[src/rtl/hz_pkg.sv]
package hz_pkg;
    typedef enum logic [1:0] {
        FWD_REG = 2'b00,
        FWD_ALU = 2'b01,
        FWD_MEM = 2'b10
    } fwd_sel_e;

    typedef enum logic {
        ST_RUN  = 1'b0,
        ST_HOLD = 1'b1
    } stall_st_e;
endpackage

[src/rtl/hz_src_match.sv]
module hz_src_match
    import hz_pkg::*;
#(
    parameter int AW = 5
) (
    input  logic          clk,
    input  logic          rst_n,
    input  logic [AW-1:0] src,
    input  logic [AW-1:0] ex_dst,
    input  logic          ex_wr,
    input  logic          ex_load,
    input  logic [AW-1:0] mem_dst,
    input  logic          mem_wr,
    output fwd_sel_e      sel,
    output logic          load_hit
);
    logic src_live;
    logic ex_hit;
    logic mem_hit;

    always_comb begin
        src_live = (src != '0);
        ex_hit   = src_live && ex_wr && (ex_dst == src);
        mem_hit  = src_live && mem_wr && (mem_dst == src);
        load_hit = ex_hit && ex_load;
        if (ex_hit && !ex_load)
            sel = FWD_ALU;
        else if (mem_hit)
            sel = FWD_MEM;
        else
            sel = FWD_REG;
    end

    assert_zero_ignored_R5: assert property (@(posedge clk) disable iff (!rst_n)
        (src == '0) |-> (sel == FWD_REG && !load_hit));

    assert_alu_priority_R4: assert property (@(posedge clk) disable iff (!rst_n)
        (src != '0 && ex_wr && !ex_load && ex_dst == src && mem_wr && mem_dst == src)
        |-> (sel == FWD_ALU));

    assert_load_not_alu_R8: assert property (@(posedge clk) disable iff (!rst_n)
        load_hit |-> (sel != FWD_ALU));
endmodule

[src/rtl/hz_stall_fsm.sv]
module hz_stall_fsm
    import hz_pkg::*;
(
    input  logic clk,
    input  logic rst_n,
    input  logic hazard,
    output logic stall,
    output logic bubble
);
    stall_st_e state_q;
    stall_st_e state_d;

    always_ff @(posedge clk or negedge rst_n) begin
        if (!rst_n)
            state_q <= ST_RUN;
        else
            state_q <= state_d;
    end

    always_comb begin
        state_d = state_q;
        stall   = 1'b0;
        bubble  = 1'b0;
        unique case (state_q)
            ST_RUN: begin
                if (hazard) begin
                    stall   = 1'b1;
                    bubble  = 1'b1;
                    state_d = ST_HOLD;
                end
            end
            ST_HOLD: begin
                state_d = ST_RUN;
            end
            default: state_d = ST_RUN;
        endcase
    end

    assert_single_cycle_R9: assert property (@(posedge clk) disable iff (!rst_n)
        stall |=> !stall);

    assert_stall_from_hazard_R7: assert property (@(posedge clk) disable iff (!rst_n)
        (stall || bubble) |-> hazard);
endmodule

[src/rtl/hz_interlock.sv]
module hz_interlock
    import hz_pkg::*;
#(
    parameter int AW = 5
) (
    input  logic          clk,
    input  logic          rst_n,
    input  logic [AW-1:0] rd_src_a,
    input  logic [AW-1:0] rd_src_b,
    input  logic [AW-1:0] ex_dst,
    input  logic          ex_wr,
    input  logic          ex_load,
    input  logic [AW-1:0] mem_dst,
    input  logic          mem_wr,
    output logic [1:0]    fwd_a,
    output logic [1:0]    fwd_b,
    output logic          stall,
    output logic          bubble
);
    localparam int NSRC = 2;

    logic [AW-1:0] srcs [NSRC];
    fwd_sel_e      sels [NSRC];
    logic [NSRC-1:0] load_hits;

    assign srcs[0] = rd_src_a;
    assign srcs[1] = rd_src_b;

    for (genvar i = 0; i < NSRC; i++) begin : g_src
        hz_src_match #(.AW(AW)) u_match (
            .clk      (clk),
            .rst_n    (rst_n),
            .src      (srcs[i]),
            .ex_dst   (ex_dst),
            .ex_wr    (ex_wr),
            .ex_load  (ex_load),
            .mem_dst  (mem_dst),
            .mem_wr   (mem_wr),
            .sel      (sels[i]),
            .load_hit (load_hits[i])
        );
    end

    assign fwd_a = sels[0];
    assign fwd_b = sels[1];

    hz_stall_fsm u_fsm (
        .clk    (clk),
        .rst_n  (rst_n),
        .hazard (|load_hits),
        .stall  (stall),
        .bubble (bubble)
    );

    assert_we_ignored_R6: assert property (@(posedge clk) disable iff (!rst_n)
        (!ex_wr && !mem_wr) |-> (fwd_a == 2'b00 && fwd_b == 2'b00 && !stall));

    assert_stall_needs_load_R7: assert property (@(posedge clk) disable iff (!rst_n)
        stall |-> (ex_wr && ex_load && ex_dst != '0));
endmodule

[config.mk]
export PLATFORM = sky130hd
export DESIGN_NAME = hz_interlock
export DESIGN_NICKNAME = d
export VERILOG_FILES = /design/src/rtl/hz_pkg.sv /design/src/rtl/hz_src_match.sv /design/src/rtl/hz_stall_fsm.sv /design/src/rtl/hz_interlock.sv
export SDC_FILE = /design/constraint.sdc
export NUM_CORES = 1
export LEC_CHECK = 0
export CAP_MARGIN = 30
export CORE_MARGIN = 1
export CORE_UTILIZATION = 30
export DETAILED_ROUTE_END_ITERATION = 7
export DONT_BUFFER_PORTS = 1
export SETUP_SLACK_MARGIN = 0.1
export SYNTH_ARGS = -nofsm -noshare
export SYNTH_HDL_FRONTEND = slang
export SYNTH_HIERARCHICAL = 1
export SYNTH_SLANG_ARGS = --single-unit
[constraint.sdc]
create_clock -name clk -period 1.61 [get_ports clk]
set_input_delay 0.161 -clock clk [delete_from_list [all_inputs] [get_ports clk]]
set_output_delay 0.161 -clock clk [all_outputs]
set_load 0.02 [all_outputs]
==> results_dict.tcl <==
set metrics [dict create \
    diodes 0 \
    critPathRequiredTime_ns 1.45 \
    gp_congestion 0.651 \
    drc_errors 0 \
    clk_pin_slew_ns 0 \
    startpoint_type "input pin" \
    dp_hpwl_um 808 \
    clkLatencyLatePin_ns 0 \
    wire_per_inst_um 12.7 \
    drt-pass1-iter-count 4 \
    final_common_cell "xnor2_1" \
    leakage_nw 0.169 \
    vias_per_cell 5.38 \
    drt_iter0_drc 5 \
    r2r_end "u_fsm/state_q" \
    grt_max_degree 5 \
    rsz0062_at_grt "yes" \
    drtAntennaViolNets 0 \
    synth_area_leaders "xnor2_1 22%, xor2_1 9.0%, or4_1 7.7%" \
    path_class "input pin to primary output" \
    area_delta_synth_final_pct 16.7 \
    ios 31 \
    syn_area_um2 390 \
    maxSlewHeadroom_pct 81.2 \
    r2r_cells 1 \
    pwr_density_cell_mw_per_mm2 212 \
    worstSetupEndpointType "primary output" \
    peakVddDrop_v 0.0000650 \
    fp.dieW_um 38.1 \
    synth_area_leader_cell "xnor2_1" \
    post-cts-setup-buffers 0 \
    track_usage_pct 12.6 \
    top_regs "u_fsm/state_q (1)" \
    critical_path.max_fanout 3 \
    ys_seq_area_share_pct 6.41 \
    final_cell_mix "10 x xnor2_1, 6 x inv_1, 4 x nand2b_1, 4 x and2_1, 4 x xor2_1" \
    top_register "u_fsm/state_q" \
    core-area_mm2 0.00116 \
    hold_violations 0 \
    crit_arrival_ns 1.38 \
    yosysTopAreaCellShare_pct 22.4 \
    syn_area_per_cell_um2 7.51 \
    vias 371 \
    synth_nets 77 \
    drv_slew 0 \
    portBuffers 0 \
    ff2ff_setup_slack_ns 0.84 \
    grt_antenna_before_repair 0 \
    die-height_um 38.1 \
    ys_ff_latch 1 \
    n_fill_cell 123 \
    start_util_pct 33.8 \
    wl_um 877 \
    largest_reg_flops 1 \
    hold_path_class "input pin to asynchronous set/reset pin" \
    placed_cells 68 \
    setup_viol 0 \
    die_area_mm2 0.00145 \
    drive_above_1_share_pct 18.2 \
    yosys_warnings 6 \
    fmax_mhz 649 \
    period_needed_ns 1.54 \
    fin_nets 82 \
    timing.rr.start "u_fsm/state_q" \
    worst_pin_slew_ns 0.281 \
    grt_pass1_vias 357 \
    fin_util_pct 39.4 \
    grt-ovfl-total 0 \
    final.setup_skew_ns 0 \
    fin_cells 69 \
    status "complete, no violations" \
    num_rows 12 \
    grt_pass1_wl_mm 1.38 \
    synth_cell_types 18 \
    fin_crit_sh_pct 95.7 \
    syn_inst 52 \
    max_cap_viol_count 0 \
]
-- report_power, final --
group / switching, mW / internal, mW
combinational: 0.0274 / 0.0425
clock: 0 / 0
sequential: 0.000454 / 0.0262
total: 0.0278 / 0.0687
-- worst max-delay path, cell delays in order --
cell	delay [ns]
or4_4	0.53
nor2_4	0.13
nor4_2	0.06
and2_1	0.13
or2_1	0.20
nor2b_4	0.17
-- worst max path at each step --
stage	from	endpoint	slack, ns
final	rd_src_b[3]	bubble	0.07
after global routing	rd_src_b[3]	bubble	0.02
after CTS	rd_src_b[3]	bubble	0.07
after detailed placement	rd_src_b[1]	bubble	0.03
after global placement	rd_src_a[1]	bubble	0.04
after floorplan	rd_src_b[3]	stall	-0.02
-- stage by stage --
step / cell area (µm²) / hold WS [ns] / setup slack [ns] / setup TNS, ns / power [mW]
2_1_floorplan: 417 / -0.135 / -0.0233 / -0.0233 / 0.0882
3_3_place_gp: 445 / -0.135 / 0.0401 / 0 / 0.0943
3_5_place_dp: 445 / -0.135 / 0.0260 / 0 / 0.0953
4_1_cts: 455 / 0.380 / 0.0714 / 0 / 0.0976
5_1_grt: 455 / 0.389 / 0.0202 / 0 / 0.105
6_report: 455 / 0.379 / 0.0691 / 0 / 0.0965
-- layer usage --
metal | GRT usage (%) | vias to the layer above | part of all wire, %
met3 | 5.23 | 0 | 13
li1 | - | 186 | -
met5 | 0 | - | 0
met2 | 24.2 | 21 | 47
met1 | 13.3 | 164 | 40
met4 | 0 | 0 | 0
-- synth_stat cells (all sizes together) --
library cell	number
or2	1
nor2	2
inv	6
a21oi	2
and2	4
buf	1
o2111ai	2
nand4	2
xnor2	10
xor2	4
a221o	2
dfrtp	1
nand2	2
nand2b	4
nor2b	3
or4	4
nor4	2
-- area by class of cell --
| type | count | area [µm²] | area share, % |
|---|---|---|---|
| well taps | 14 | 17.5 | 3.85 |
| multi-input cells | 44 | 358 | 78.6 |
| flip-flops and latches | 1 | 25.0 | 5.49 |
| inverters | 6 | 22.5 | 4.95 |
| repair buffers | 4 | 32.5 | 7.14 |
-- cell families after synthesis --
family,synth area share (%)
xor+xnor,31.4
flops,6.41
compound gates,12.2
buf+inv,7.69
simple gates,42.3
-- timing repair --
| item | CTS | global route |
|---|---|---|
| hold endpoints to repair | 1 | 0 |
| gates resized for setup | 0 | 0 |
| hold buffers | 1 | 0 |
| pin swaps | 4 | 2 |
| endpoints found under the setup margin | 3 | 3 |
Power figures use the tool's default switching activity.
